### config.mk
export PLATFORM = sky130hd
export DESIGN_NAME = rtc_event_irq
export DESIGN_NICKNAME = d
export VERILOG_FILES = /design/src/rtl/rtc_irq_pkg.sv /design/src/rtl/rtc_sec_gate.sv /design/src/rtl/rtc_upd_src.sv /design/src/rtl/rtc_alm_match.sv /design/src/rtl/rtc_flag_irq.sv /design/src/rtl/rtc_event_irq.sv
export SDC_FILE = /design/constraint.sdc
export NUM_CORES = 1
export LEC_CHECK = 0
export ABC_AREA = 1
export CORE_ASPECT_RATIO = 2
export CORE_MARGIN = 2
export CORE_UTILIZATION = 30
export DETAILED_ROUTE_END_ITERATION = 6
export SETUP_SLACK_MARGIN = 0.4
export SYNTH_ARGS = -nofsm -noshare
export SYNTH_HDL_FRONTEND = slang
export SYNTH_SLANG_ARGS = --single-unit
### constraint.sdc
create_clock -name clk -period 2.91 [get_ports clk]
set_input_delay 0.7275 -clock clk [delete_from_list [all_inputs] [get_ports clk]]
set_output_delay 0.7275 -clock clk [all_outputs]
set_load 0.02 [all_outputs]
### src/rtl/rtc_irq_pkg.sv
package rtc_irq_pkg;

    localparam int unsigned BYTE_W       = 8;
    localparam int unsigned WDAY_W       = 7;
    localparam int unsigned N_ALM_FIELDS = 3;

    // flag byte positions decoded by host software
    localparam int unsigned FLG_ALM = 3;
    localparam int unsigned FLG_UPD = 5;

    typedef logic [BYTE_W-1:0] reg8_t;
    typedef logic [WDAY_W-1:0] wday_t;

    localparam reg8_t SEC_ZERO  = '0;
    localparam reg8_t SEC_NONE  = '1;
    localparam reg8_t FLAG_IMPL = reg8_t'((1 << FLG_UPD) | (1 << FLG_ALM));

    typedef enum logic {
        DAYSEL_WEEKDAY = 1'b0,
        DAYSEL_MDAY    = 1'b1
    } day_sel_e;

    typedef struct packed {
        reg8_t sec;
        reg8_t min;
        reg8_t hour;
    } tod_t;

    typedef struct packed {
        logic upd;
        logic alm;
    } evt_t;

    typedef struct packed {
        logic     upd_en;
        logic     alm_en;
        logic     per_min;
        day_sel_e day_sel;
    } cfg_t;

    function automatic reg8_t day_key(day_sel_e sel, wday_t wday, reg8_t mday);
        reg8_t k;
        if (sel == DAYSEL_MDAY) k = mday;
        else                    k = {{(BYTE_W-WDAY_W){1'b0}}, wday};
        return k;
    endfunction

    function automatic reg8_t evt_to_flags(evt_t e);
        reg8_t f;
        f          = '0;
        f[FLG_UPD] = e.upd;
        f[FLG_ALM] = e.alm;
        return f;
    endfunction

endpackage

### src/rtl/rtc_sec_gate.sv
module rtc_sec_gate
    import rtc_irq_pkg::*;
(
    input  logic  clk,
    input  logic  rst,
    input  logic  sec_tick,
    input  reg8_t cur_sec,
    input  logic  arm,
    output logic  eval
);
    reg8_t last_sec_q;

    always_comb begin
        eval = sec_tick && !arm && (cur_sec != last_sec_q);
    end

    always_ff @(posedge clk) begin
        if (rst) begin
            last_sec_q <= SEC_NONE;
        end else if (arm || eval) begin
            last_sec_q <= cur_sec;
        end
    end

    // an evaluated second is never evaluated again on the next cycle
    a_r7_repeat_second_quiet: assert property (@(posedge clk) disable iff (rst)
        eval |=> !(eval && (cur_sec == $past(cur_sec))))
        else $error("R7: same seconds value evaluated twice");

endmodule

### src/rtl/rtc_upd_src.sv
module rtc_upd_src
    import rtc_irq_pkg::*;
(
    input  logic  clk,
    input  logic  rst,
    input  logic  eval,
    input  logic  arm_upd,
    input  logic  upd_en,
    input  logic  per_min,
    input  reg8_t cur_min,
    output logic  hit
);
    reg8_t last_min_q;
    logic  min_moved;

    always_comb begin
        min_moved = (cur_min != last_min_q);
        hit       = eval && upd_en && (!per_min || min_moved);
    end

    always_ff @(posedge clk) begin
        if (rst) begin
            last_min_q <= SEC_NONE;
        end else if (arm_upd || (hit && per_min)) begin
            last_min_q <= cur_min;
        end
    end

    // a per-minute event is followed by no event for the same minute
    a_r2_minute_once: assert property (@(posedge clk) disable iff (rst)
        (hit && per_min) |=> !(hit && per_min && (cur_min == $past(cur_min))))
        else $error("R2: minute update repeated");

endmodule

### src/rtl/rtc_alm_match.sv
module rtc_alm_match
    import rtc_irq_pkg::*;
#(
    parameter int unsigned NF = N_ALM_FIELDS
)(
    input  logic  eval,
    input  logic  alm_en,
    input  tod_t  tod,
    input  reg8_t key_day,
    input  reg8_t want_min,
    input  reg8_t want_hour,
    input  reg8_t want_day,
    output logic  hit
);
    reg8_t       have [NF];
    reg8_t       want [NF];
    logic [NF-1:0] eq;

    always_comb begin
        have[0] = tod.min;  want[0] = want_min;
        have[1] = tod.hour; want[1] = want_hour;
        have[2] = key_day;  want[2] = want_day;
    end

    for (genvar i = 0; i < NF; i++) begin : g_field
        assign eq[i] = (have[i] == want[i]);
    end

    assign hit = eval && alm_en && (tod.sec == SEC_ZERO) && (&eq);

endmodule

### src/rtl/rtc_flag_irq.sv
module rtc_flag_irq
    import rtc_irq_pkg::*;
(
    input  logic  clk,
    input  logic  rst,
    input  evt_t  evt,
    input  logic  flag_we,
    input  reg8_t flag_wdata,
    output reg8_t flags,
    output logic  irq
);
    reg8_t flags_q, keep, nxt;
    logic  irq_q;

    always_comb begin
        keep = flag_we ? flag_wdata : '1;
        nxt  = ((flags_q & keep) | evt_to_flags(evt)) & FLAG_IMPL;
    end

    always_ff @(posedge clk) begin
        if (rst) begin
            flags_q <= '0;
            irq_q   <= 1'b0;
        end else begin
            flags_q <= nxt;
            irq_q   <= evt.upd | evt.alm;
        end
    end

    assign flags = flags_q;
    assign irq   = irq_q;

    // writing 0 clears a flag when no event arrives in the same cycle
    a_r9_zero_clears: assert property (@(posedge clk) disable iff (rst)
        (flag_we && !flag_wdata[FLG_UPD] && !evt.upd) |=> !flags_q[FLG_UPD])
        else $error("R9: update flag survived a clearing write");

    // writing 1 keeps a set flag
    a_r9_one_keeps: assert property (@(posedge clk) disable iff (rst)
        (flag_we && flag_wdata[FLG_ALM] && flags_q[FLG_ALM]) |=> flags_q[FLG_ALM])
        else $error("R9: alarm flag lost on a keep write");

endmodule

### src/rtl/rtc_event_irq.sv
module rtc_event_irq
    import rtc_irq_pkg::*;
(
    input  logic       clk,
    input  logic       rst,
    input  logic       sec_tick,
    input  logic [7:0] now_sec,
    input  logic [7:0] now_min,
    input  logic [7:0] now_hour,
    input  logic [6:0] now_wday,
    input  logic [7:0] now_mday,
    input  logic [7:0] alm_min,
    input  logic [7:0] alm_hour,
    input  logic [7:0] alm_day,
    input  logic       upd_en,
    input  logic       alm_en,
    input  logic       upd_per_min,
    input  logic       alm_day_sel,
    input  logic       flag_we,
    input  logic [7:0] flag_wdata,
    output logic [7:0] flag_q,
    output logic       irq_pulse
);
    cfg_t  cfg;
    tod_t  tod;
    evt_t  evt;
    logic  upd_en_q, alm_en_q;
    logic  rise_upd, rise_alm, arm, eval;
    reg8_t key_day;

    always_comb begin
        cfg.upd_en  = upd_en;
        cfg.alm_en  = alm_en;
        cfg.per_min = upd_per_min;
        cfg.day_sel = day_sel_e'(alm_day_sel);
        tod.sec     = now_sec;
        tod.min     = now_min;
        tod.hour    = now_hour;
        key_day     = day_key(cfg.day_sel, now_wday, now_mday);
        rise_upd    = cfg.upd_en && !upd_en_q;
        rise_alm    = cfg.alm_en && !alm_en_q;
        arm         = rise_upd || rise_alm;
    end

    always_ff @(posedge clk) begin
        if (rst) begin
            upd_en_q <= 1'b0;
            alm_en_q <= 1'b0;
        end else begin
            upd_en_q <= cfg.upd_en;
            alm_en_q <= cfg.alm_en;
        end
    end

    rtc_sec_gate u_gate (
        .clk      (clk),
        .rst      (rst),
        .sec_tick (sec_tick),
        .cur_sec  (tod.sec),
        .arm      (arm),
        .eval     (eval)
    );

    rtc_upd_src u_upd (
        .clk      (clk),
        .rst      (rst),
        .eval     (eval),
        .arm_upd  (rise_upd),
        .upd_en   (cfg.upd_en),
        .per_min  (cfg.per_min),
        .cur_min  (tod.min),
        .hit      (evt.upd)
    );

    rtc_alm_match #(.NF(N_ALM_FIELDS)) u_alm (
        .eval      (eval),
        .alm_en    (cfg.alm_en),
        .tod       (tod),
        .key_day   (key_day),
        .want_min  (alm_min),
        .want_hour (alm_hour),
        .want_day  (alm_day),
        .hit       (evt.alm)
    );

    rtc_flag_irq u_flags (
        .clk        (clk),
        .rst        (rst),
        .evt        (evt),
        .flag_we    (flag_we),
        .flag_wdata (flag_wdata),
        .flags      (flag_q),
        .irq        (irq_pulse)
    );

    // the alarm flag only rises for an enabled alarm in second :00
    a_r4_alarm_at_zero: assert property (@(posedge clk) disable iff (rst)
        $rose(flag_q[FLG_ALM]) |-> (($past(now_sec) == SEC_ZERO) && $past(alm_en)))
        else $error("R4: alarm flag rose outside second zero");

    // the update flag only rises while updates are enabled
    a_r1_update_enabled: assert property (@(posedge clk) disable iff (rst)
        $rose(flag_q[FLG_UPD]) |-> $past(upd_en))
        else $error("R1: update flag rose while disabled");

    // every new flag comes with the shared interrupt pulse
    a_r6_flag_has_pulse: assert property (@(posedge clk) disable iff (rst)
        ($rose(flag_q[FLG_UPD]) || $rose(flag_q[FLG_ALM])) |-> irq_pulse)
        else $error("R6: flag rose without interrupt pulse");

    // the cycle an enable rises never yields a pulse on the next edge
    a_r3_enable_quiet: assert property (@(posedge clk) disable iff (rst)
        ((upd_en && !upd_en_q) || (alm_en && !alm_en_q)) |=> !irq_pulse)
        else $error("R3: event on the enabling cycle");

endmodule

# [After elaboration in Yosys (flattened, before gate mapping)]
# Index checks and enable logic that the tools add are counted.
# W data, S select, Z words.
[op_classes] bitwise=3 reduce_logical=20 n_mux=2 eq_ne=5
[op_table] operator="$eq A8 B8 Y1" count=3
[op_table] operator="$ne A8 B8 Y1" count=2
[op_table] operator="$logic_and A1 B1 Y1" count=10
[op_table] operator="$logic_not A8 Y1" count=1
[op_table] operator="$mux W8" count=1
[op_table] operator="$and A6 B6 Y6" count=1
[op_table] operator="$mux W6" count=1
[op_table] operator="$or A6 B6 Y6" count=1
[op_table] operator="$logic_not A1 Y1" count=4
[op_table] operator="$logic_or A1 B1 Y1" count=4
[op_table] operator="$reduce_and A3 Y1" count=1
[op_table] operator="$or A1 B1 Y1" count=1
[totals] elab_cells=36 reg_bits=21 input_bits=79

# [Logic depth before layout (Yosys ltp)]
# Gate-level depths: netlist (run 1).
[depth] depth_word=10 depth_mapped=12 mapped_depth_nobuf=11

# [Hierarchy]
# From an unflattened synthesis (run 1), not the netlist that was laid out.
[unflattened] cells_unflattened=335 area_unflattened_um2=1785.5
[modules_own_cells] mod="rtc_alm_match" cells_each=137 instances=1 seq_area_each_um2=0.0 area_each_um2=540.5
[modules_own_cells] mod="rtc_upd_src" cells_each=74 instances=1 seq_area_each_um2=160.2 area_each_um2=474.2
[modules_own_cells] mod="rtc_sec_gate" cells_each=66 instances=1 seq_area_each_um2=160.2 area_each_um2=437.9
[modules_own_cells] mod="rtc_event_irq" cells_each=37 instances=1 seq_area_each_um2=40.0 area_each_um2=178.9
[modules_own_cells] mod="rtc_flag_irq" cells_each=21 instances=1 seq_area_each_um2=60.1 area_each_um2=153.9

# [Least setup slack after synthesis (run 1)]
# No wires, ideal clock.
[synth_timing] path_type="input to register" start="input upd_en" end="register u_gate.last_sec_q[4]" setup_slack_ps=1030 arrival_ps=1762 cell_stages=12 setup_time_ps=118 n_path_buf=2 cell_sequence="inv_2 or2_1 buf_6 o21ai_4 inv_2 nand2_2 nor2_4 nor2_4 inv_2 buf_6 a21oi_2 o21ai_1"
[synth_via] elab_chain_len=6
[synth_lines] element="start, declared" line_no="rtc_event_irq.sv:15" rtl="input logic upd_en,"
[synth_lines] element="$logic_and A1 B1 Y1 (*)" line_no="rtc_event_irq.sv:40" rtl="rise_upd = cfg.upd_en && !upd_en_q;"
[synth_lines] element="$logic_or A1 B1 Y1 (*)" line_no="rtc_event_irq.sv:42" rtl="arm = rise_upd || rise_alm;"
[synth_lines] element="$logic_not A1 Y1" line_no="rtc_sec_gate.sv:14" rtl="eval = sec_tick && !arm && (cur_sec != last_sec_q);"
[synth_lines] element="$logic_and A1 B1 Y1 (2 in series)" line_no="rtc_sec_gate.sv:14"
[synth_lines] element="$logic_or A1 B1 Y1 (*)" line_no="rtc_sec_gate.sv:20" rtl="end else if (arm || eval) begin"
[synth_lines] element="end signal, assigned" line_no="rtc_sec_gate.sv:21" rtl="last_sec_q <= cur_sec;"
[synth_lines] element="end, declared" line_no="rtc_sec_gate.sv:11" rtl="reg8_t last_sec_q;"
# Mark *: on every way between the ends. The rest lies on a longest branch, timed or not.
# A chain may end at the register's enable or synchronous reset.

# [Worst setup path in the final report (run 1)]
[layout_timing] start="input now_sec[6]" end="register u_gate.last_sec_q[2]"
[layout_via] elab_chain_len=3
[layout_lines] element="start, declared" line_no="rtc_event_irq.sv:7" rtl="input logic [7:0] now_sec,"
[layout_lines] element="$ne A8 B8 Y1" line_no="rtc_sec_gate.sv:14"
[layout_lines] element="$logic_and A1 B1 Y1" line_no="rtc_sec_gate.sv:14"
[layout_lines] element="$logic_or A1 B1 Y1" line_no="rtc_sec_gate.sv:20"
# Every way passes these cells.

==> flow_summary.toml, run 1 <==
[critical_path]
cp_cell_sequence = "clkdlybuf4s50_1 -> inv_1 -> nand2_1 -> nand2_1 -> nor2_1 -> nand2_1 -> nor2_2 -> nor2_4 -> buf_4 -> nor2_4 -> inv_2 -> a21oi_1 -> o21ai_1"
critPathArrivalTime_ns = 2.44
cpMostUsedCell = "nand2_1"
crit_buf_inv = 4
start_kind = "input port"
crit_family = "buffers and inverters"
crit_cells = 13
cpPeakStageDelay_ns = 0.55
startpoint = "now_sec[6]"
r2r_end = "u_gate.last_sec_q[2]$_SDFFE_PP1P_"
timing.rr.start = "u_gate.last_sec_q[2]$_SDFFE_PP1P_"
slowest_stage = "clkdlybuf4s50_1"
cp-end-kind = "register"
reg2reg_slack_ns = 1.32
required_ns = 3.06
critical_path_class = "in -> reg"
path_max_fanout = 14
crit_path_end = "u_gate.last_sec_q[2]$_SDFFE_PP1P_"
rr_worst_depth = 12

[hold_path]
min_path_type = "reg -> reg"

[logic_synthesis]
ys_warn_count = 0
ys_seq_area_frac = 0.2595
synth_top_cell_by_area = "dfxtp_1"
synth_cell_types = 29
synthFlopType = "dfxtp_1"
yosys.area.top_type_share = 0.2595
async_flop_share = 0
synth_cells = 275
ys_ff_latch = 21
synth_edf_count = 0
synth.avg_cell_area_um2 = 5.892
synth_area_mm2 = 0.001620
synth.area.top_cells = "dfxtp_1 26%, nand2_1 21%, inv_1 10%"

[routing]
drc = 0
viasPerCell = 4.513
wl_per_cell_um = 10.74
drtPass1Iterations = 6
routed_wl_mm = 4.415
antenna_left = 0
dr_total_vias = 1855
drtIter0Drc = 37

[floorplanning]
initial_utilization = 0.3125
rows = 37
dieArea_mm2 = 0.006040
die_x_um = 55.97
core-area_mm2 = 0.005185
io_pins = 88
die_h_um = 107.9

[timing]
tns_ns = 0
setup_ws_ns = 0.6173
finalCritPeriodShare = 0.7879
skew_ns = 0.001421
finalSetupViolCount = 0
timing.fmax_mhz = 436.2
drv_slew = 0
hold_ws_ns = 0.4818
rsz0062_at_grt = "false"
hold_viol = 0
fin_crit_ns = 2.293

[clock_network]
clkTransAtPathRegs_ns = 0.07
cts-htree-levels = 1
cts.sinks = 21
clock_path_buffers = 2
numCtsBuffers = 3
cts_resized = 0
cts_tree = "yes"
clock_latency_ns = 0.26
post_cts_buffers = 0
cts_root_buf = "clkbuf_8"
hold_buffers = 0

[layout]
final_cell_mix = "90 x nand2_1, 75 x clkdlybuf4s50_1, 44 x inv_1, 25 x nand3_1, 23 x nor2_1"
final_cells = 411
nets = 433
drive_above_1_share = 0.05949
layout_commonest_cell = "nand2_1"
post-route-util = 0.4751
finalInstanceArea_mm2 = 0.002464
area_growth_pct = 52.05
num_antenna_cells = 0

[job]
timing.max_cap.violations = 0

[pwr]
total_leakage_power_nw = 1.231
ir_drop_uv = 214.2
finalPower_uw = 789.1
power_density_mw_per_mm2 = 320.3

[placed_design]
dp.cells = 407
dpl-instance-area_mm2 = 0.002416
pre_cts_ws_ns = 0.2924
place.gp.congestion = 0.8071
portBuffers = 75
detailed_place_hpwl_mm = 3.793

[grt]
grt_pass1_vias = 1824
antenna_found_initial = 0
overflow = 0
grt_max_degree = 15
grt_pass1_wl_mm = 7.431
grtUsageTotal = 0.1537

[status]
status = "finished, final reports clean"
## cell usage after synthesis, types with 5 or more instances
master and n:
o21ai_1 6, nand3_1 25, nor2_1 24, buf_4 6
nor3_1 6, o21ai_0 6, nand2_1 90, xor2_1 5
a21oi_1 7, xnor2_1 8, inv_1 44, dfxtp_1 21
## report_power, final
part / switching, mW / internal [mW]
clock: 0.0926 / 0.0974
combinational: 0.125 / 0.152
sequential: 0.0127 / 0.309
## layout make-up
class / count / area [µm²]
clock buffers: 4 / 45.04
multi-input cells: 201 / 964.7
well taps: 58 / 72.57
inverters: 48 / 180.2
flip-flops and latches: 21 / 420.4
repair buffers: 79 / 780.7
fillers: 553 / 2721
## worst reg2reg max path, delay by kind of cell, from the launching register on
kind | cells | cell delay, ns
buffers and inverters | 3 | 0.33
AOI/OAI and AO/OA | 2 | 0.22
DFF | 1 | 0.33
and+or+nand+nor | 7 | 0.61
## logic make-up (layout without fill, tap and decap cells)
group,count (synthesis),count (layout),share of synthesized area
buffers and inverters,58,131,0.1583
other,1,6,0.002314
xor gates and xnor gates,13,13,0.07027
DFF,21,21,0.2595
and+or+nand+nor,158,158,0.4208
AOI/OAI and AO/OA,24,24,0.08881
## flip-flops by register name, summed over array words and instances (netlist names)
signal and flops:
upd_en_q 1, u_upd.last_min_q 8, alm_en_q 1, u_flags.flags 2, u_flags.irq 1, u_gate.last_sec_q 8
## routing by layer
layer  track usage  up-vias  wire [µm]  share of wire
met2        0.3084       47       2521           0.57
met4       0.08333        0        171          0.039
met3       0.01555       12        137          0.031
li1              -      988          -              -
met5             0        -          0              0
met1        0.1462      808       1585           0.36
## worst min path at each step
stage                                                 start  cells past startpoint  slack (ns)                                end
after detailed placement  u_gate.last_sec_q[6]$_SDFFE_PP1P_                      2        0.47  u_gate.last_sec_q[6]$_SDFFE_PP1P_
after global routing      u_gate.last_sec_q[2]$_SDFFE_PP1P_                      2        0.51  u_gate.last_sec_q[2]$_SDFFE_PP1P_
after global placement    u_gate.last_sec_q[7]$_SDFFE_PP1P_                      2        0.46  u_gate.last_sec_q[7]$_SDFFE_PP1P_
after CTS                 u_gate.last_sec_q[6]$_SDFFE_PP1P_                      2        0.49  u_gate.last_sec_q[6]$_SDFFE_PP1P_
after floorplan           u_gate.last_sec_q[0]$_SDFFE_PP1P_                      2        0.45  u_gate.last_sec_q[0]$_SDFFE_PP1P_
final                           u_flags.flags[3]$_SDFF_PP0_                      2        0.48        u_flags.flags[3]$_SDFF_PP0_
(Power assumes the default switching activity.)
==> inputs of run 2 (changes only) <==
- PLACE_DENSITY: default -> 0.67
- clock period: 2.91 -> 2.06 ns (I/O delays scaled with it)
==> run 2 against run 1 <==
Against the previous run: clock power up 44%; count of clock-buffer cells in the layout decreased by 1; register-to-register slack got worse by 0.70 ns; non-clock buffer count increased by 21; die area is the same; via count up 4.7%; worst setup slack lost 0.13 ns; sequential power rose by 42%; critical path type unchanged.
==> flow_summary.toml, run 2 (same netlist as run 1, synthesis figures left out) <==
[timing]
rsz0062_at_grt = "false"
hold_viol = 0
skew_ns = 0.004065
finalCritPeriodShare = 0.7635
drv_slew = 0
timing.fmax_mhz = 635.8
hold_ws_ns = 0.4744
fin_crit_ns = 1.573
finalSetupViolCount = 0

[pwr]
power_switching_uw = 354.2
seqPwrFrac = 0.395
intPower_uw = 799.7
clockPowerShare = 0.237
p_sw_frac = 0.3069
power_density_mw_per_mm2 = 431.4
total_leakage_power_nw = 1.436
ir_drop_uv = 274.7
combPwrFrac = 0.369

[layout]
final_cells = 433
seqCellArea_um2 = 420.4
drive_above_1_share = 0.1947
nFillCells = 544
final_cell_mix = "86 x nand2_1, 44 x clkdlybuf4s50_1, 39 x inv_1, 23 x nand3_1, 23 x buf_4"
nets = 455
area_growth_pct = 65.10
num_antenna_cells = 0
layout_commonest_cell = "nand2_1"
finalInstanceArea_mm2 = 0.002675
multi_input_comb_area_mm2 = 0.001036

[floorplanning]
die_x_um = 55.97
die_h_um = 107.9
io_pins = 88
rows = 37
core-area_mm2 = 0.005185
dieArea_mm2 = 0.006040
initial_utilization = 0.3125

[critical_path]
start_kind = "input port"
reg2reg_slack_ns = 0.62
critical_path_class = "in -> reg"
r2r_end = "u_upd.last_min_q[6]$_SDFFE_PP1P_"
cp-end-kind = "register"
required_ns = 2.26
timing.rr.start = "u_gate.last_sec_q[1]$_SDFFE_PP1P_"
rr_worst_depth = 10
critPathArrivalTime_ns = 1.77
path_max_fanout = 2

[clock_network]
clkTransAtPathRegs_ns = 0.08
clock_latency_ns = 0.26
clock_path_buffers = 2
cts_tree = "yes"
cts_root_buf = "clkbuf_8"
cts-htree-levels = 1
cts.sinks = 21
numCtsBuffers = 3

[placed_design]
dp.cells = 427
portBuffers = 75
dpl-instance-area_mm2 = 0.002579
place.gp.congestion = 0.8069
detailed_place_hpwl_mm = 3.937

[routing]
routed_wl_mm = 4.766
drc = 0
drtIter0Drc = 27
antenna_left = 0
wl_per_cell_um = 11.01
viasPerCell = 4.485
dr_total_vias = 1942
drtPass1Iterations = 4

[hold_path]
holdPathEnd = "u_flags.flags[5]$_SDFF_PP0_"
worstHoldPathCells = 2
min_path_type = "reg -> reg"
min_from = "u_flags.flags[5]$_SDFF_PP0_"

[grt]
grt_max_degree = 13
grtUsageTotal = 0.1579
grt_pass1_vias = 1845
grt_pass1_wl_mm = 7.569
antenna_found_initial = 0
overflow = 0

[status]
status = "finished, final reports clean"

[job]
timing.max_cap.violations = 0
run 2: changes by cell type in the layout (fill, tap and decap cells not counted), moves of 5 or more:
| cell | delta |
|---|---|
| inv_1 | -5 |
| inv_2 | +5 |
| clkbuf_2 | +8 |
| clkdlybuf4s50_1 | -31 |
| dlymetal6s2s_1 | +6 |
| dlygate4sd2_1 | +15 |
| buf_4 | +19 |
run 2: critical path, cell delays in order:
cell and delay [ns]:
clkdlybuf4s50_1 0.47, xnor2_1 0.11, nand2_1 0.09, nor3_2 0.14, nand3_1 0.11, nor2_2 0.10
nand3_2 0.10, a21oi_1 0.13
run 2: per-stage QoR:
stage,power [mW],setup slack (ns),utilization,TNS (ns)
2_1_floorplan,0.6710,0.3923,-,0
3_3_place_gp,0.8805,-0.1170,0.4973,-1.594
3_5_place_dp,0.8886,-0.1679,0.4973,-2.322
4_1_cts,1.161,0.4043,0.5116,0
5_1_grt,1.232,0.4013,0.5159,0
6_report,1.154,0.4872,0.5159,0
run 2: worst max-delay path by stage:
| stage | from | to | slack (ns) |
|---|---|---|---|
| CTS | now_sec[3] | u_gate.last_sec_q[7]$_SDFFE_PP1P_ | 0.40 |
| global placement | now_sec[6] | u_gate.last_sec_q[2]$_SDFFE_PP1P_ | -0.12 |
| finish | alm_hour[4] | u_flags.irq$_SDFF_PP0_ | 0.49 |
| floorplan | upd_en | u_gate.last_sec_q[4]$_SDFFE_PP1P_ | 0.39 |
| detailed placement | now_sec[3] | u_gate.last_sec_q[7]$_SDFFE_PP1P_ | -0.17 |
| global route | alm_hour[4] | u_flags.irq$_SDFF_PP0_ | 0.40 |
run 2: power groups by stage:
stage	clock network (mW)	logic [mW]	registers, mW
5_1_grt	0.298	0.475	0.459
2_1_floorplan	0	0.209	0.462
6_report	0.273	0.425	0.456
4_1_cts	0.281	0.425	0.455
3_3_place_gp	0	0.418	0.463
3_5_place_dp	0	0.424	0.465
run 2: final cells by class:
class	count	area share
multi-input combinational	201	0.3873
timing repair buffer	100	0.3405
sequential	21	0.1572
inverter	48	0.06922
tap	58	0.02713
clock buffer	3	0.01543
clock inverter	1	0.001871
timing repair inverter	1	0.001403
run 2: metal layers:
layer	GRT usage	part of all wire
met2	0.3303	0.59
met3	0.01196	0.035
met5	0	0
met1	0.1479	0.35
met4	0.06973	0.023
run 2: what timing repair did:
item                                   4_1_cts  5_1_grt
pin swaps                                   16       23
setup endpoints to repair                   22       18
endpoints found under the hold margin        0        0
resized for setup                           44       34
cloned                                       1        0
setup buffers                                0        1
hold buffers                                 0        0
